## src/rtl/irq_pkg.sv

```systemverilog
package irq_pkg;
  localparam int ADDR_W = 3;

  localparam logic [ADDR_W-1:0] A_MODE_HI = 3'd0;
  localparam logic [ADDR_W-1:0] A_MODE_LO = 3'd1;
  localparam logic [ADDR_W-1:0] A_MASK    = 3'd2;
  localparam logic [ADDR_W-1:0] A_PINCTL  = 3'd3;
  localparam logic [ADDR_W-1:0] A_STATUS  = 3'd4;

  typedef enum logic [1:0] {
    TRIG_RISE  = 2'b00,
    TRIG_FALL  = 2'b01,
    TRIG_LEVEL = 2'b10,
    TRIG_NONE  = 2'b11
  } trig_e;

  typedef enum logic [1:0] {
    PIN_HIGH    = 2'b00,
    PIN_LOW     = 2'b01,
    PIN_LOW_REL = 2'b10,
    PIN_RSVD    = 2'b11
  } pin_e;
endpackage

```

## src/rtl/irq_regs.sv

```systemverilog
module irq_regs
  import irq_pkg::*;
#(
  parameter int NSRC = 8
) (
  input  logic              clk,
  input  logic              rst,
  input  logic              we,
  input  logic [ADDR_W-1:0] addr,
  input  logic [NSRC-1:0]   wdata,
  input  logic [NSRC-1:0]   status,
  output logic [NSRC-1:0]   rdata,
  output logic [NSRC-1:0]   mode_hi,
  output logic [NSRC-1:0]   mode_lo,
  output logic [NSRC-1:0]   mask,
  output logic [1:0]        pinctl,
  output logic [NSRC-1:0]   clr
);
  localparam int PAD = NSRC - 2;

  always_ff @(posedge clk) begin
    if (rst) begin
      mode_hi <= '0;
      mode_lo <= '0;
      mask    <= '0;
      pinctl  <= 2'b00;
    end else if (we) begin
      case (addr)
        A_MODE_HI: mode_hi <= wdata;
        A_MODE_LO: mode_lo <= wdata;
        A_MASK:    mask    <= wdata;
        A_PINCTL:  pinctl  <= wdata[1:0];
        default:   ;
      endcase
    end
  end

  always_comb clr = (we && addr == A_STATUS) ? wdata : '0;

  always_ff @(posedge clk) begin
    if (rst) begin
      rdata <= '0;
    end else begin
      case (addr)
        A_MODE_HI: rdata <= mode_hi;
        A_MODE_LO: rdata <= mode_lo;
        A_MASK:    rdata <= mask;
        A_PINCTL:  rdata <= {{PAD{1'b0}}, pinctl};
        A_STATUS:  rdata <= status;
        default:   rdata <= '0;
      endcase
    end
  end
endmodule

```

## src/rtl/irq_src_cell.sv

```systemverilog
module irq_src_cell
  import irq_pkg::*;
(
  input  logic       clk,
  input  logic       rst,
  input  logic       cond_i,
  input  logic [1:0] mode,
  input  logic       clr,
  output logic       status_o,
  output logic       cond_s_o
);
  logic cond_s, cond_p, st, st_nxt;
  logic rise, fall;

  always_comb begin
    rise = cond_s & ~cond_p;
    fall = ~cond_s & cond_p;
    case (trig_e'(mode))
      TRIG_RISE:  st_nxt = rise | (st & ~clr);
      TRIG_FALL:  st_nxt = fall | (st & ~clr);
      TRIG_LEVEL: st_nxt = cond_s;
      default:    st_nxt = 1'b0;
    endcase
  end

  always_ff @(posedge clk) begin
    if (rst) begin
      cond_s <= 1'b0;
      cond_p <= 1'b0;
      st     <= 1'b0;
    end else begin
      cond_s <= cond_i;
      cond_p <= cond_s;
      st     <= st_nxt;
    end
  end

  assign status_o = st;
  assign cond_s_o = cond_s;
endmodule

```

## src/rtl/irq_pin_stage.sv

```systemverilog
module irq_pin_stage
  import irq_pkg::*;
#(
  parameter int NSRC = 8
) (
  input  logic            clk,
  input  logic            rst,
  input  logic [NSRC-1:0] status,
  input  logic [NSRC-1:0] mask,
  input  logic [1:0]      pinctl,
  output logic            irq_o,
  output logic            irq_oe
);
  logic act, drv_n, oe_n;

  always_comb begin
    act = |(status & mask);
    case (pin_e'(pinctl))
      PIN_HIGH:    begin drv_n = act;  oe_n = 1'b1; end
      PIN_LOW_REL: begin drv_n = 1'b0; oe_n = act;  end
      default:     begin drv_n = ~act; oe_n = 1'b1; end
    endcase
  end

  always_ff @(posedge clk) begin
    if (rst) begin
      irq_o  <= 1'b0;
      irq_oe <= 1'b1;
    end else begin
      irq_o  <= drv_n;
      irq_oe <= oe_n;
    end
  end
endmodule

```

## src/rtl/irq_gen_top.sv

```systemverilog
module irq_gen_top
  import irq_pkg::*;
#(
  parameter int NSRC = 8
) (
  input  logic              clk,
  input  logic              rst,
  input  logic [NSRC-1:0]   cond_i,
  input  logic              reg_we,
  input  logic [ADDR_W-1:0] reg_addr,
  input  logic [NSRC-1:0]   reg_wdata,
  output logic [NSRC-1:0]   reg_rdata,
  output logic              irq_o,
  output logic              irq_oe
);
  logic [NSRC-1:0] src_status, cond_s, cfg_hi, cfg_lo, cfg_mask, clr_vec;
  logic [1:0]      cfg_pin;

  irq_regs #(.NSRC(NSRC)) u_regs (
    .clk(clk), .rst(rst), .we(reg_we), .addr(reg_addr), .wdata(reg_wdata),
    .status(src_status), .rdata(reg_rdata), .mode_hi(cfg_hi),
    .mode_lo(cfg_lo), .mask(cfg_mask), .pinctl(cfg_pin), .clr(clr_vec)
  );

  for (genvar i = 0; i < NSRC; i++) begin : g_src
    irq_src_cell u_cell (
      .clk(clk), .rst(rst), .cond_i(cond_i[i]),
      .mode({cfg_hi[i], cfg_lo[i]}), .clr(clr_vec[i]),
      .status_o(src_status[i]), .cond_s_o(cond_s[i])
    );
  end

  irq_pin_stage #(.NSRC(NSRC)) u_pin (
    .clk(clk), .rst(rst), .status(src_status), .mask(cfg_mask),
    .pinctl(cfg_pin), .irq_o(irq_o), .irq_oe(irq_oe)
  );
endmodule

```

## config.mk

```make
export PLATFORM = sky130hd
export DESIGN_NAME = irq_gen_top
export DESIGN_NICKNAME = d
export VERILOG_FILES = /design/src/rtl/irq_pkg.sv /design/src/rtl/irq_regs.sv /design/src/rtl/irq_src_cell.sv /design/src/rtl/irq_pin_stage.sv /design/src/rtl/irq_gen_top.sv
export SDC_FILE = /design/constraint.sdc
export NUM_CORES = 1
export LEC_CHECK = 0
export BUFFER_PORTS_ARGS = -buffer_cell sky130_fd_sc_hd__buf_2
export CAP_MARGIN = 15
export CELL_PAD_IN_SITES_DETAIL_PLACEMENT = 1
export CELL_PAD_IN_SITES_GLOBAL_PLACEMENT = 1
export CORE_MARGIN = 1
export CORE_UTILIZATION = 44
export DETAILED_ROUTE_END_ITERATION = 12
export GPL_TIMING_DRIVEN = 0
export HOLD_SLACK_MARGIN = 0.05
export PLACE_DENSITY_LB_ADDON = 0.1
export RECOVER_POWER = 50
export REMOVE_ABC_BUFFERS = 1
export SLEW_MARGIN = 20
export SYNTH_ARGS = -nofsm -noshare
export SYNTH_HDL_FRONTEND = slang
export SYNTH_SLANG_ARGS = --single-unit
```

## constraint.sdc

```tcl
create_clock -name clk -period 1.3 [get_ports clk]
set_input_delay 0.065 -clock clk [delete_from_list [all_inputs] [get_ports clk]]
set_output_delay 0.065 -clock clk [all_outputs]
set_load 0.02 [all_outputs]
```

## Word-level counts from Yosys, hierarchy flattened

Index checks and enable logic that the tools add are counted.

- Bits in latches: 0
- Memories: 0
- Memory bits (read-only): 0
- Bits in registers: 60
- Word-level logic and storage cells: 147
- RAM bits: 0
- Input bits: 22

- Reduce and logical (&&, ||, !) cells: 17
- Shift operators: 0
- Divide/modulo/power cells: 0
- Bitwise operators: 67
- $add $sub $neg: 0
- Magnitude comparators: 0
- Multiplexer cells: 11
- Multiply operators: 0
- Equal/unequal tests: 21

Operator list:

| cell | count |
|---|---|
| $pmux W8 S5 | 1 |
| $not A1 Y1 | 26 |
| $and A1 B1 Y1 | 24 |
| $pmux W1 S3 | 8 |
| $eq A2 B2 Y1 const B | 9 |
| $logic_not A2 Y1 | 9 |
| $eq A2 B1 Y1 const B | 8 |
| $or A1 B1 Y1 | 16 |
| $and A8 B8 Y8 | 1 |
| $mux W8 | 1 |
| $reduce_and A2 Y1 | 4 |
| $reduce_or A8 Y1 | 1 |
| $eq A3 B2 Y1 const B | 2 |
| $eq A3 B1 Y1 const B | 1 |
| $eq A3 B3 Y1 const B | 1 |
| $logic_not A3 Y1 | 1 |
| $pmux W1 S2 | 1 |
| $reduce_or A2 Y1 | 1 |
| $logic_and A1 B1 Y1 | 1 |

## Logic depth before layout (Yosys ltp)

- Word-level depth: 7
- Depth in mapped cells: 5

## By module

Synthesis repeated with hierarchy kept, for this count alone.

- Cell total of the unflattened synthesis: 274
- Area total of the unflattened synthesis: 2580.0 um^2

Modules (own cells, without submodules):

| module | cells an instance | sequential area each (um^2) | instances | area an instance (um^2) |
|---|---|---|---|---|
| irq_regs | 167 | 680.7 | 1 | 1565.3 |
| irq_src_cell | 12 | 60.1 | 8 | 112.6 |
| irq_pin_stage | 11 | 40.0 | 1 | 113.9 |

## Worst setup path after synthesis

OpenSTA, ideal clock, no wires.

- Path kind: register -> register
- Start: reg g_src[0].u_cell.st
- End: reg u_pin.irq_oe
- Cell stages (with the launch flop): 4
- Arrival: 1.040 ns
- Slack: 0.126 ns
- Period minus slack after synthesis: 1.174 ns
- Setup time: 0.134 ns
- Data required time: 1.166 ns
- Path through: dfxtp_1 a22oi_1 nand4_1 or4b_1

- Cells in the longest elaborated chain, start to end: 2

RTL lines:

| item | line | text |
|---|---|---|
| from (decl) | irq_src_cell.sv:12 | `logic cond_s, cond_p, st, st_nxt;` |
| from (signal assigned) | irq_src_cell.sv:34 | `st <= st_nxt;` |
| $and A8 B8 Y8 | irq_pin_stage.sv:17 | `act = \|(status & mask);` |
| $reduce_or A8 Y1 | irq_pin_stage.sv:17 |  |
| to (signal assigned) | irq_pin_stage.sv:31 | `irq_oe <= oe_n;` |
| to (decl) | irq_pin_stage.sv:12 | `output logic irq_oe` |

No other way between the ends.
A chain may end at the register's enable or synchronous reset.

## Final worst setup path

- Start: reg g_src[4].u_cell.st
- End: reg u_pin.irq_oe

- Cells in the longest elaborated chain, start to end: 2

RTL lines:

| item | line |
|---|---|
| from (decl) | irq_src_cell.sv:12 |
| from (signal assigned) | irq_src_cell.sv:34 |
| $and A8 B8 Y8 | irq_pin_stage.sv:17 |
| $reduce_or A8 Y1 | irq_pin_stage.sv:17 |

No other way between the ends.

==> reports/qor.tcl <==
set qor(via_per_inst) 5.332
set qor(max_freq_mhz) 765.8
set qor(grt_setup_unrepaired) {true}
set qor(cts_tree) {built}
set qor(ys_dominant_reg_cell) {sky130_fd_sc_hd__dfxtp_1}
set qor(timing.critical_path.arrival_ns) 1.52
set qor(postLayoutCellArea_um2) 3138
set qor(number_of_instances_in_the_synthesized_netlist) 265
set qor(global_route.usage.total) 0.2213
set qor(first_iter_violations) 59
set qor(finalMaxSlewViolations) 0
set qor(count_of_pins_on_the_block_boundary) 32
set qor(synth_top_cells_by_count) {sky130_fd_sc_hd__dfxtp_1, sky130_fd_sc_hd__nand3b_1, sky130_fd_sc_hd__mux2i_1}
set qor(layout-area-overhead-vs-synth_pct) 22.22
set qor(yosys_register_bits) 60
set qor(critPathMaxFanout) 3
set qor(synth.yosys.seq_area_share) 0.4678
set qor(number_of_synthesized_flops_with_an_enable_pin) 0
set qor(io_buffers) 31
set qor(finish_stage_setup_viols) 1
set qor(clock_insertion_delay_worst_skew_ns) 0.34
set qor(core.rowCount) 27
set qor(max-clock-path-buffers) 2
set qor(first_global_vias) 2086
set qor(hold_path.class) {in -> reg}
set qor(worst_setup_path_start_kind) {register}
set qor(place_hpwl_mm) 3.706
set qor(ys.warnings.count) 0
set qor(clock-root-buffer) {sky130_fd_sc_hd__clkbuf_8}
set qor(netlist_top_cells_area) {sky130_fd_sc_hd__dfxtp_1, sky130_fd_sc_hd__mux2i_1, sky130_fd_sc_hd__nand3b_1}
set qor(dp_cells) 351
set qor(violations_in_the_final_reports) {setup timing}
set qor(async_set_reset_flop_share_out_of_synthesis) 0
set qor(synth.cell_area_um2) 2567
set qor(total_power_mw) 3.849
set qor(die_area_um2) 6145
set qor(final-instance-count-excl-fill) 386
set qor(fin_worst_hold_slack_ns) 0.1921
set qor(cts-buffers-inserted) 9
set qor(finalHoldViolCount) 0
set qor(post-place-ws_ns) -0.4593
set qor(nNetsFinal) 331
set qor(placed_cell_area_um2) 2746
set qor(die-width_um) 78.39
set qor(worst_clock_skew_ns) 0.006176
set qor(insertedDiodeCount) 0
set qor(routedWlPerCell_um) 15.66
set qor(final_critical_delay_including_setup_and_external_delays_ns) 1.306
set qor(globalRouteOverflowTotal) 0
set qor(layout_cells_sized_above_1) 0.1783
set qor(design.core.area_um2) 5574
set qor(cp-end-kind) {register}
set qor(antenna_found_initial) 0
set qor(synthMostInstantiatedCell) {sky130_fd_sc_hd__dfxtp_1}
set qor(syn_area_per_cell_um2) 9.689
set qor(grt_start_max_net_pins) 62
set qor(post-synth-top-area-fraction) 0.4678
set qor(count_of_unique_library_cells_instantiated_by_yosys) 34
set qor(timing.max_slew.rel_slack) 0.5735
set qor(final.setup.worst_slack_ns) -0.005779
set qor(grt_first_pass_wirelength_mm) 10.23
set qor(htreeDepth) 3
set qor(antenna_left) 0
set qor(outcome) {complete, but fails checks}
set qor(drc_errors) 0
set qor(final_worst_path_period_share) 1.004
set qor(drtPass1Iterations) 4
set qor(setup.worst_path.class) {reg -> reg}
set qor(tritoncts_num_sinks) 60
set qor(floorplan.die.height_um) 78.39
set qor(maxCapViolations) 0
set qor(gp_congestion) 0.6994
set qor(effective_utilization_at_floorplan) 0.4606
set qor(leak_pwr_nw) 1.123
set qor(synth_top_area_cell) {sky130_fd_sc_hd__dfxtp_1}
set qor(clkTransAtPathRegs_ns) 0.07
set qor(postLayoutCoreUtil) 0.5630
set qor(worstPathRequired_ns) 1.51
set qor(p_per_area_nw_per_um2) 1227
set qor(vias) 2058
set qor(worst_pin_slew_ns) 0.6397
set qor(finalSetupTns_ns) -0.005779
set qor(ff2ff_setup_slack_ns) -0.006
set qor(detailed_route_wl_mm) 6.045
set qor(peakVddDrop_mv) 0.9270
state kept, by name, summed over array words and instances (netlist names):
signal / flops
g_src.u_cell.cond_s_o: 8
g_src.u_cell.cond_p: 8
u_regs.rdata: 8
u_regs.mask: 8
u_regs.mode_lo: 8
u_regs.mode_hi: 8
u_pin.irq_o: 1
u_regs.pinctl: 2
g_src.u_cell.status_o: 8
u_pin.irq_oe: 1
cell type report:
cell class	count	area (um2)
clock buffers	12	165.2
multi-input cells	177	1279
inverters	10	37.54
fillers	661	2436
repair buffers	51	337.8
flip-flops and latches	60	1206
clock inverters	4	22.52
well taps	72	90.09
kinds of logic (layout without fill, tap and decap cells):
| logic type | count (synthesis) | after routing | share of synthesized area |
|---|---|---|---|
| mux | 23 | 23 | 0.09551 |
| buf+inv | 28 | 77 | 0.05166 |
| flops | 60 | 60 | 0.4678 |
| simple gates | 112 | 112 | 0.2729 |
| compound gates | 42 | 42 | 0.1121 |
final timing paths:
check,start,end,cells past startpoint
hold reg to reg,g_src[3].u_cell.cond_s_o,g_src[3].u_cell.cond_p,1
hold / removal,reg_we,u_regs.mode_hi[6],4
setup / recovery,g_src[4].u_cell.status_o,u_pin.irq_oe,3
setup reg to reg,g_src[4].u_cell.status_o,u_pin.irq_oe,3
layer usage:
layer,track usage,vias to the layer above,routed length [um]
met5,0,-,0
met4,0.08333,0,95
met3,0.06977,11,198
met2,0.3702,29,2878
met1,0.2643,994,2872
li1,-,1024,-
where the power goes:
group / leakage [nW] / internal (mW) / switching (mW)
Combinational: 0.534 / 0.165 / 0.179
Sequential: 0.491 / 1.91 / 0.0487
Clock: 0.0982 / 0.836 / 0.714
Total: 1.12 / 2.91 / 0.942
worst max-delay path, stage by stage (launching register included):
cell	delay, ns
sky130_fd_sc_hd__dfxtp_2	0.33
sky130_fd_sc_hd__a22oi_2	0.20
sky130_fd_sc_hd__nand4_1	0.16
sky130_fd_sc_hd__or4b_1	0.49
layout by cell type (no fill, tap or decap), drive strengths merged, types with 10 or more instances in the layout:
| cell | netlist | routed |
|---|---|---|
| clkbuf | 7 | 24 |
| nor2b | 17 | 17 |
| inv | 10 | 10 |
| nor2 | 20 | 20 |
| a31oi | 15 | 15 |
| nand3b | 24 | 24 |
| dlygate4sd3 | 0 | 16 |
| nand2 | 17 | 17 |
| buf | 11 | 23 |
| dfxtp | 60 | 60 |
| mux2i | 20 | 20 |
timing repair:
action / in CTS / in global routing
pin swaps: 2 / 0
hold buffers: 16 / 0
setup endpoints to repair: 22 / 3
setup buffers: 3 / 0
gates resized for setup: 9 / 2
endpoints found under the hold margin: 34 / 0
No activity file was read; power rests on OpenSTA's default activity.
